File: src/rtl/pwm_timer_pkg.sv
package pwm_timer_pkg;
  timeunit 1ns;
  timeprecision 100ps;

  typedef enum logic {
    TGT_PERIOD = 1'b0,
    TGT_WIDTH  = 1'b1
  } cmpTarget_t;

  // Strobes from control to datapath
  typedef struct packed {
    logic cntClear;
    logic cntInc;
    logic selWidth;
    logic loadWidth;
  } pwmStrobe_t;
endpackage

File: src/rtl/pwm_timer_dpath.sv
module pwm_timer_dpath
  import pwm_timer_pkg::*;
#(
  parameter int CNT_W = 8
) (
  input  logic             clk,
  input  logic             rstN,
  input  pwmStrobe_t       stb,
  input  logic             periodWr,
  input  logic [CNT_W-1:0] periodIn,
  input  logic             widthWr,
  input  logic [CNT_W-1:0] widthIn,
  output logic             match
);
  timeunit 1ns;
  timeprecision 100ps;

  logic [CNT_W-1:0] cnt;
  logic [CNT_W-1:0] periodReg;
  logic [CNT_W-1:0] widthStage;
  logic [CNT_W-1:0] widthActive;
  logic [CNT_W-1:0] cmpVal;

  always_ff @(posedge clk or negedge rstN) begin
    if (!rstN) begin
      cnt         <= '0;
      periodReg   <= '0;
      widthStage  <= '0;
      widthActive <= '0;
    end else begin
      if (periodWr)      periodReg   <= periodIn;
      if (widthWr)       widthStage  <= widthIn;
      if (stb.loadWidth) widthActive <= widthStage;
      if (stb.cntClear)    cnt <= '0;
      else if (stb.cntInc) cnt <= cnt + 1'b1;
    end
  end

  // One shared comparator; its operand is picked by control
  assign cmpVal = stb.selWidth ? widthActive : periodReg;
  assign match  = (cnt == cmpVal);

  assert_strobe_excl_R2: assert property (@(posedge clk) disable iff (!rstN)
    !(stb.cntClear && stb.cntInc));

  assert_clear_to_zero_R6: assert property (@(posedge clk) disable iff (!rstN)
    stb.cntClear |=> (cnt == '0));

  assert_step_one_R2: assert property (@(posedge clk) disable iff (!rstN)
    stb.cntInc |=> (cnt == $past(cnt) + 1'b1));
endmodule

File: src/rtl/pwm_timer_ctrl.sv
module pwm_timer_ctrl
  import pwm_timer_pkg::*;
#(
  parameter int XFER_TICKS = 3
) (
  input  logic       clk,
  input  logic       rstN,
  input  logic       tickEn,
  input  logic       runEn,
  input  logic       widthWr,
  input  logic       match,
  output pwmStrobe_t stb,
  output logic       pulseOut,
  output logic       irqPulse
);
  timeunit 1ns;
  timeprecision 100ps;

  localparam int PEND_W = $clog2(XFER_TICKS + 1);

  cmpTarget_t        target;
  logic [PEND_W-1:0] pendCnt;
  logic              widthValid;
  logic              runPrev;
  logic              tick;
  logic              periodHit;
  logic              widthHit;
  logic              loadNow;
  logic              stopEdge;

  assign tick      = runEn && tickEn;
  assign periodHit = tick && match && (target == TGT_PERIOD);
  assign widthHit  = tick && match && (target == TGT_WIDTH);
  assign loadNow   = tickEn && !widthWr && (pendCnt == PEND_W'(1));
  assign stopEdge  = runPrev && !runEn;

  always_comb begin
    stb.cntClear  = !runEn || periodHit;
    stb.cntInc    = tick && !periodHit;
    stb.selWidth  = (target == TGT_WIDTH);
    stb.loadWidth = loadNow;
  end

  always_ff @(posedge clk or negedge rstN) begin
    if (!rstN) begin
      target     <= TGT_PERIOD;
      pulseOut   <= 1'b0;
      irqPulse   <= 1'b0;
      pendCnt    <= '0;
      widthValid <= 1'b0;
      runPrev    <= 1'b0;
    end else begin
      runPrev  <= runEn;
      irqPulse <= periodHit;

      if (!runEn) begin
        target   <= TGT_PERIOD;
        pulseOut <= 1'b0;
      end else if (periodHit) begin
        pulseOut <= 1'b1;
        target   <= widthValid ? TGT_WIDTH : TGT_PERIOD;
      end else if (widthHit) begin
        pulseOut <= 1'b0;
        target   <= TGT_PERIOD;
      end

      // Transfer delay, counted in strobes; a write restarts it
      if (widthWr)                      pendCnt <= PEND_W'(XFER_TICKS);
      else if (tickEn && pendCnt != '0) pendCnt <= pendCnt - 1'b1;

      if (stopEdge)     widthValid <= 1'b0;
      else if (loadNow) widthValid <= 1'b1;
    end
  end

  assert_stop_idle_R6: assert property (@(posedge clk) disable iff (!rstN)
    !runEn |=> (!pulseOut && !irqPulse));

  assert_irq_from_period_R3: assert property (@(posedge clk) disable iff (!rstN)
    irqPulse |-> ($past(target) == TGT_PERIOD));

  assert_width_needs_load_R7: assert property (@(posedge clk) disable iff (!rstN)
    (target == TGT_WIDTH) |-> widthValid);

  assert_load_after_delay_R5: assert property (@(posedge clk) disable iff (!rstN)
    $rose(widthValid) |-> ($past(pendCnt) == PEND_W'(1)));
endmodule

File: src/rtl/pwm_dual_timer.sv
module pwm_dual_timer
  import pwm_timer_pkg::*;
#(
  parameter int CNT_W      = 8,
  parameter int XFER_TICKS = 3
) (
  input  logic             clk,
  input  logic             rstN,
  input  logic             tickEn,
  input  logic             runEn,
  input  logic             periodWr,
  input  logic [CNT_W-1:0] periodIn,
  input  logic             widthWr,
  input  logic [CNT_W-1:0] widthIn,
  output logic             pulseOut,
  output logic             irqPulse
);
  timeunit 1ns;
  timeprecision 100ps;

  pwmStrobe_t stb;
  logic       match;

  pwm_timer_ctrl #(.XFER_TICKS(XFER_TICKS)) u_ctrl (
    .clk      (clk),
    .rstN     (rstN),
    .tickEn   (tickEn),
    .runEn    (runEn),
    .widthWr  (widthWr),
    .match    (match),
    .stb      (stb),
    .pulseOut (pulseOut),
    .irqPulse (irqPulse)
  );

  pwm_timer_dpath #(.CNT_W(CNT_W)) u_dpath (
    .clk      (clk),
    .rstN     (rstN),
    .stb      (stb),
    .periodWr (periodWr),
    .periodIn (periodIn),
    .widthWr  (widthWr),
    .widthIn  (widthIn),
    .match    (match)
  );
endmodule

File: config.mk
export PLATFORM = sky130hd
export DESIGN_NAME = pwm_dual_timer
export DESIGN_NICKNAME = d
export VERILOG_FILES = /design/src/rtl/pwm_timer_pkg.sv /design/src/rtl/pwm_timer_dpath.sv /design/src/rtl/pwm_timer_ctrl.sv /design/src/rtl/pwm_dual_timer.sv
export SDC_FILE = /design/constraint.sdc
export NUM_CORES = 1
export LEC_CHECK = 0
export ABC_CLOCK_PERIOD_IN_PS = 2100
export BUFFER_PORTS_ARGS = -buffer_cell sky130_fd_sc_hd__buf_2
export CAP_MARGIN = 10
export CORE_ASPECT_RATIO = 1.5
export CORE_MARGIN = 2
export CORE_UTILIZATION = 56
export CTS_CLUSTER_SIZE = 20
export DETAILED_ROUTE_END_ITERATION = 7
export PLACE_DENSITY = 0.78
export SYNTH_ARGS = -nofsm -noshare
export SYNTH_HDL_FRONTEND = slang
export SYNTH_SLANG_ARGS = --single-unit
File: constraint.sdc
create_clock -name clk -period 2.1 [get_ports clk]
set_clock_uncertainty 0.2 [all_clocks]
set_input_delay 0.63 -clock clk [delete_from_list [all_inputs] [get_ports clk]]
set_output_delay 0.63 -clock clk [all_outputs]
set_load 0.005 [all_outputs]
# After elaboration in Yosys (flattened, before gate mapping)
# Index checks and enable logic that the tools add are counted.
[op_classes]
add_sub_neg = 2
n_eq_ne = 3
muxes = 13
bitwise = 1
reduce_logical = 17
[op_table]
columns = ["operator", "count"]
rows = [
  ["2-to-1 mux 8 bit", 3],
  ["logical AND 1 bit", 9],
  ["adder 8 x 1 -> 8 bit (second input constant)", 1],
  ["== test 8 bit", 1],
  ["2-to-1 mux 1 bit", 8],
  ["nonzero test 2 bit", 4],
  ["2-to-1 mux 2 bit", 2],
  ["zero test 1 bit", 3],
  ["inequality test 3 x 1 -> 1 bit (second input constant)", 1],
  ["== test 2 x 1 -> 1 bit (second input constant)", 1],
  ["subtractor 2 x 1 -> 2 bit (second input constant)", 1],
  ["logical OR 1 bit", 1],
  ["inverter 1 bit", 1],
]
[word_totals]
regBits = 39
input_bits = 22
out_inout_bits = 2

# Longest topological paths before layout
[depth]
ltp_word = 8
depth_mapped = 6

# Modules after synthesis
# From an unflattened synthesis, not the netlist that was laid out.
[unflattened]
cells_unflattened = 140
hier_area_um2 = 1774.2
[by_module_without_submodules]
columns = ["module", "n_inst", "cells_each", "area_each_um2", "seq_area_each_um2"]
rows = [
  ["pwm_timer_dpath", 1, 107, 1432.6, 800.8],
  ["pwm_timer_ctrl", 1, 33, 341.6, 175.2],
]

# Worst setup path after synthesis
# No wires, ideal clock.
[synth_path]
path_kind = "reg-to-reg"
from = "reg u_ctrl.target"
to = "reg u_dpath.cnt[0]"
arrival_ns = 1.490
setup_slack_ns = 0.290
path_stages_with_launch = 7
path_buffers = 1
path_cell_list = "dfrtp_1 -> buf_6 -> mux2i_1 -> xnor2_1 -> nor4_2 -> a41o_2 -> nor2_1"
[synth_between]
elab_chain_len = 7
word_cells_on_any_way = 10
cone_classes = "eq/ne (1); mux (2); bitwise (1); reduce/logical (6)"
[synth_rtl]
columns = ["item", "line_no", "source"]
rows = [
  ["from (decl)", "pwm_timer_ctrl.sv:21", "cmpTarget_t target;"],
  ["from (signal assigned)", "pwm_timer_ctrl.sv:61", "target <= widthValid ? TGT_WIDTH : TGT_PERIOD;"],
  ["2-to-1 mux 8 bit", "pwm_timer_dpath.sv:40", "assign cmpVal = stb.selWidth ? widthActive : periodReg;"],
  ["== test 8 bit", "pwm_timer_dpath.sv:41", "assign match = (cnt == cmpVal);"],
  ["logical AND 1 bit", "pwm_timer_ctrl.sv:32", "assign periodHit = tick && match && (target == TGT_PERIOD);"],
  ["logical AND 1 bit *", "pwm_timer_ctrl.sv:32", ""],
  ["zero test 1 bit", "pwm_timer_ctrl.sv:39", "stb.cntInc = tick && !periodHit;"],
  ["logical AND 1 bit", "pwm_timer_ctrl.sv:39", ""],
  ["nonzero test 2 bit (no source line)", "--", ""],
  ["to (signal assigned)", "pwm_timer_dpath.sv:35", "else if (stb.cntInc) cnt <= cnt + 1'b1;"],
  ["to (decl)", "pwm_timer_dpath.sv:18", "logic [CNT_W-1:0] cnt;"],
]
# Mark *: on every way between the ends. The rest lies on a longest branch, timed or not.
# A chain may end at the register's enable or synchronous reset.

# Worst setup path after layout
[layout_path]
from = "reg u_ctrl.target"
to = "reg u_dpath.cnt[2]"
# Same word-level chain as after synthesis.

==> summary.txt <==
CRITICAL PATH
---------------------------------------------------------------------------------
Kind of end point of the critical path                                  flip-flop
Required time at the worst-slack endpoint                                 2.07 ns
Critical path depth in cells                                                    6
Buffers and inverters on the worst path                                         1
Largest stage delay on the critical path                                  0.36 ns
Arrival time of data at the critical path endpoint                        1.90 ns
Type of the worst setup path                                           reg -> reg
Critical Path, Cell by Cell                                          buf_4 -> mux2i_1 -> xnor2_1 -> nor4_2 -> a41o_2 -> nor2_1
Worst-case register-to-register setup slack                               0.18 ns
Launch instance of the worst register-to-register path               u_ctrl.target$_DFFE_PN0P_
Startpoint of the most critical setup path                           u_ctrl.target$_DFFE_PN0P_
Cell type of the slowest stage on the worst timing path              sky130_fd_sc_hd__dfrtp_1
Kind of start point of the critical path                                flip-flop
Crit path max-delay family                                           simple AND/OR/NAND/NOR gates
End point of the critical path                                       u_dpath.cnt[2]$_DFFE_PN0P_
Logic depth of the worst register-to-register path                              6
Peak fanout along the critical path                                             8
FF-to-FF End                                                         u_dpath.cnt[2]$_DFFE_PN0P_

STA
---------------------------------------------------------------------------------
Max-slew violation count                                                        0
Share of the cycle needed by the critical path after routing               0.9162
Minimum period implied by the final worst setup slack                    1.924 ns
Final setup violation count                                                     0
Hold Fails Final Rpt                                                            0
Highest Clock Rate                                                     0.5197 GHz
Slew at the pin closest to its max-slew limit                           0.3150 ns
Remaining max-slew budget at the tightest pin                              0.7883
Unrepaired setup endpoints after global routing                             false
Summed negative setup slack over all endpoints                               0 ns

CLOCKING
---------------------------------------------------------------------------------
Number of buffers added for setup after CTS                                     0
Source-to-sink clock delay at the later pin of the worst-skew pair        0.28 ns
Root Driver                                                          sky130_fd_sc_hd__clkbuf_8
H-tree depth                                                                    2
TritonCTS Buffers                                                               5
CTS tree                                                                      yes
Number of cells upsized or downsized after cts                                  0
Bufs on Longest Clock Path                                                      2
Clk sink count                                                                 39
Number of hold buffers added after cts                                          0
Register clock-pin slew on the reported worst setup and hold paths        0.07 ns

GLOBAL ROUTE
---------------------------------------------------------------------------------
Wire length of the first global-routing pass                              5499 µm
Aggregate global-route resource usage                                      0.2060
Total overflow reported by the global router                                    0
Number of antenna violations at the first check in global routing               0
Maximum number of pins on one net before global-route repair                   40
Vias in the first global route                                               1226

DETAILED ROUTING
---------------------------------------------------------------------------------
Met1 WL                                                                   1232 µm
Drt initial violations                                                         19
Routed length per instance                                               14.97 µm
First-pass iteration count of the detailed router                               4
Highest metal layer with signal wires                                        met4
Routed via count                                                             1106
Routed WL                                                                 3098 µm
Residual DRC                                                                    0
Number of nets with antenna violations after routing                            0
DR WL met3                                                                  89 µm
Met2 routed wirelength                                                    1710 µm
Via density                                                                 5.343

SYNTH
---------------------------------------------------------------------------------
Post-synthesis sequential area ratio                                       0.5563
Post-synth ARST share                                                       1.000
Mapped Nets                                                                   161
Area leader, netlist                                                 sky130_fd_sc_hd__dfrtp_1
Top FF cell, synth                                                   sky130_fd_sc_hd__dfrtp_1
Post-synth EDFFs                                                                0
Synthesized netlist cell count                                                136
Total standard cell area after synthesis                                 1754 µm²
Distinct cell type count of the synthesized netlist                            25
YS warnings                                                                     0
Post-synth top area share                                                  0.5563
Flop and latch count out of synthesis                                          39
Dominant cells by area after synthesis                               sky130_fd_sc_hd__dfrtp_1, sky130_fd_sc_hd__mux2_2, sky130_fd_sc_hd__mux2i_1, sky130_fd_sc_hd__xnor2_1, sky130_fd_sc_hd__xor2_1
Avg Cell Area, Syn                                                      12.90 µm²

POWER AND IR DROP
---------------------------------------------------------------------------------
Maximum resistive drop on vdd                                            644.4 µV
Net switching power                                                     0.4033 mW
Combinational group share of total power                                    0.126
Overall Power                                                            1.780 mW
Sequential share of power                                                   0.520
Switching power share of the total                                         0.2266
Internal Power                                                           1.377 mW
Clock share of power                                                        0.354
Power per unit of standard cell area                                 862.8 nW/µm²
Static Leakage                                                          0.9465 nW

CELLS AND AREA
---------------------------------------------------------------------------------
Area added between synthesis and finish                                    17.62%
Commonest cells after routing, fill and taps aside                   sky130_fd_sc_hd__dfrtp_1, sky130_fd_sc_hd__mux2_2, sky130_fd_sc_hd__buf_2
Proportion of layout cells with a drive suffix above 1                     0.3750
Number of fill cells                                                          231
Number of nets in the final layout                                            192
Antenna cells                                                                   0
Most common cell after layout, fill and taps aside                   sky130_fd_sc_hd__dfrtp_1

OUTCOME
---------------------------------------------------------------------------------
Result of the run                                                    finished, final reports clean

JOB
---------------------------------------------------------------------------------
Number of maximum-capacitance constraint violations                             0

FLOORPLANNING
---------------------------------------------------------------------------------
Initial standard-cell utilization of the core                              0.5961
Die Y                                                                    72.55 µm
Floorplan Core Area                                                      2943 µm²
Boundary Pins                                                                  24
Die span in x                                                            49.70 µm
Placement Rows                                                                 24
Total die area                                                           3605 µm²

PLACED DESIGN
---------------------------------------------------------------------------------
Count of input and output buffers                                              23
Final weighted congestion of routability-driven global placement           0.8642
Placed wire-length estimate                                               2362 µm

MIN PATH
---------------------------------------------------------------------------------
Path type of the worst min-delay path                                 in -> async

## worst min-delay path by stage
stage	start	to	slack [ns]	cells after the start
2_1_floorplan	rstN	u_ctrl.irqPulse$_DFF_PN0_	0.13	0
3_3_place_gp	u_ctrl.runPrev$_DFF_PN0_	u_ctrl.widthValid$_DFFE_PN0P_	0.23	1
3_5_place_dp	u_ctrl.runPrev$_DFF_PN0_	u_ctrl.widthValid$_DFFE_PN0P_	0.27	1
4_1_cts	rstN	u_dpath.periodReg[0]$_DFFE_PN0P_	0.11	2
5_1_grt	rstN	u_ctrl.widthValid$_DFFE_PN0P_	0.11	2
6_report	rstN	u_dpath.periodReg[3]$_DFFE_PN0P_	0.10	2
## per-stage QoR
| step | setup slack [ns] | hold slack (ns) | util | cell area (µm²) | instances |
|---|---|---|---|---|---|
| 2_1_floorplan | 0.2899 | 0.1344 | - | 1754 | 136 |
| 3_3_place_gp | 0.2779 | 0.2324 | 0.6611 | 1946 | 199 |
| 3_5_place_dp | 0.2032 | 0.2674 | 0.6611 | 1946 | 199 |
| 4_1_cts | 0.1691 | 0.1053 | 0.7011 | 2063 | 207 |
| 5_1_grt | 0.05430 | 0.1131 | 0.7011 | 2063 | 207 |
| 6_report | 0.1760 | 0.1015 | 0.7011 | 2063 | 207 |
## final cells by class
type                            count  area (µm²)  share of cell area
Timing Repair Buffer               28       165.2             0.08005
Inverter                            5       18.77            0.009096
Clock buffer                        6       82.58             0.04002
Clock inverter                      2       35.03             0.01698
Sequential cell                    39       975.9              0.4730
Tap cell                           39       48.80             0.02365
Multi-Input combinational cell     88       737.0              0.3572
## flip-flops by register name, summed over array words and instances (netlist names)
register	cells
u_dpath.widthActive	8
u_ctrl.widthValid	1
u_dpath.widthStage	8
u_ctrl.pendCnt	2
u_ctrl.pulseOut	1
u_dpath.cnt	8
u_ctrl.irqPulse	1
u_ctrl.runPrev	1
u_ctrl.target	1
u_dpath.periodReg	8
## routing by layer
metal / global-route usage / vias to the layer above
li1: - / 525
met1: 0.2293 / 557
met2: 0.3659 / 16
met3: 0.03909 / 8
met4: 0.1142 / 0
met5: 0 / -
## synth_stat cells (2+ instances only)
cell                       count
sky130_fd_sc_hd__mux2_2       24
sky130_fd_sc_hd__xnor2_1      10
sky130_fd_sc_hd__clkbuf_1      3
sky130_fd_sc_hd__nand2_1       7
sky130_fd_sc_hd__inv_1         5
sky130_fd_sc_hd__dfrtp_1      39
sky130_fd_sc_hd__mux2i_1      11
sky130_fd_sc_hd__nand4_1       2
sky130_fd_sc_hd__nand2b_1      2
sky130_fd_sc_hd__ha_1          3
sky130_fd_sc_hd__nor2_1       11
sky130_fd_sc_hd__nand3_1       2
sky130_fd_sc_hd__xor2_1        5
## worst register-to-register path, stage by stage (launching register included)
cell and delay [ns]:
sky130_fd_sc_hd__dfrtp_1 0.36, sky130_fd_sc_hd__buf_4 0.16, sky130_fd_sc_hd__mux2i_1 0.22, sky130_fd_sc_hd__xnor2_1 0.10, sky130_fd_sc_hd__nor4_2 0.36, sky130_fd_sc_hd__a41o_2 0.34, sky130_fd_sc_hd__nor2_1 0.07
## kinds of logic after synthesis
family	synth area share
adders and majority gates	0.02140
muxes	0.2168
DFF	0.5564
buffers and inverters	0.02354
AOI/OAI and AO/OA	0.02139
and+or+nand+nor	0.08560
xor gates and xnor gates	0.07489
## power groups by stage
stage | Combinational (mW) | Clock [mW] | Sequential (mW)
global placement | 0.213 | 0 | 0.931
detailed placement | 0.228 | 0 | 0.942
global route | 0.252 | 0.677 | 0.938
floorplan | 0.163 | 0 | 0.913
CTS | 0.230 | 0.646 | 0.927
finish | 0.224 | 0.631 | 0.926
Power figures use the tool's default switching activity.
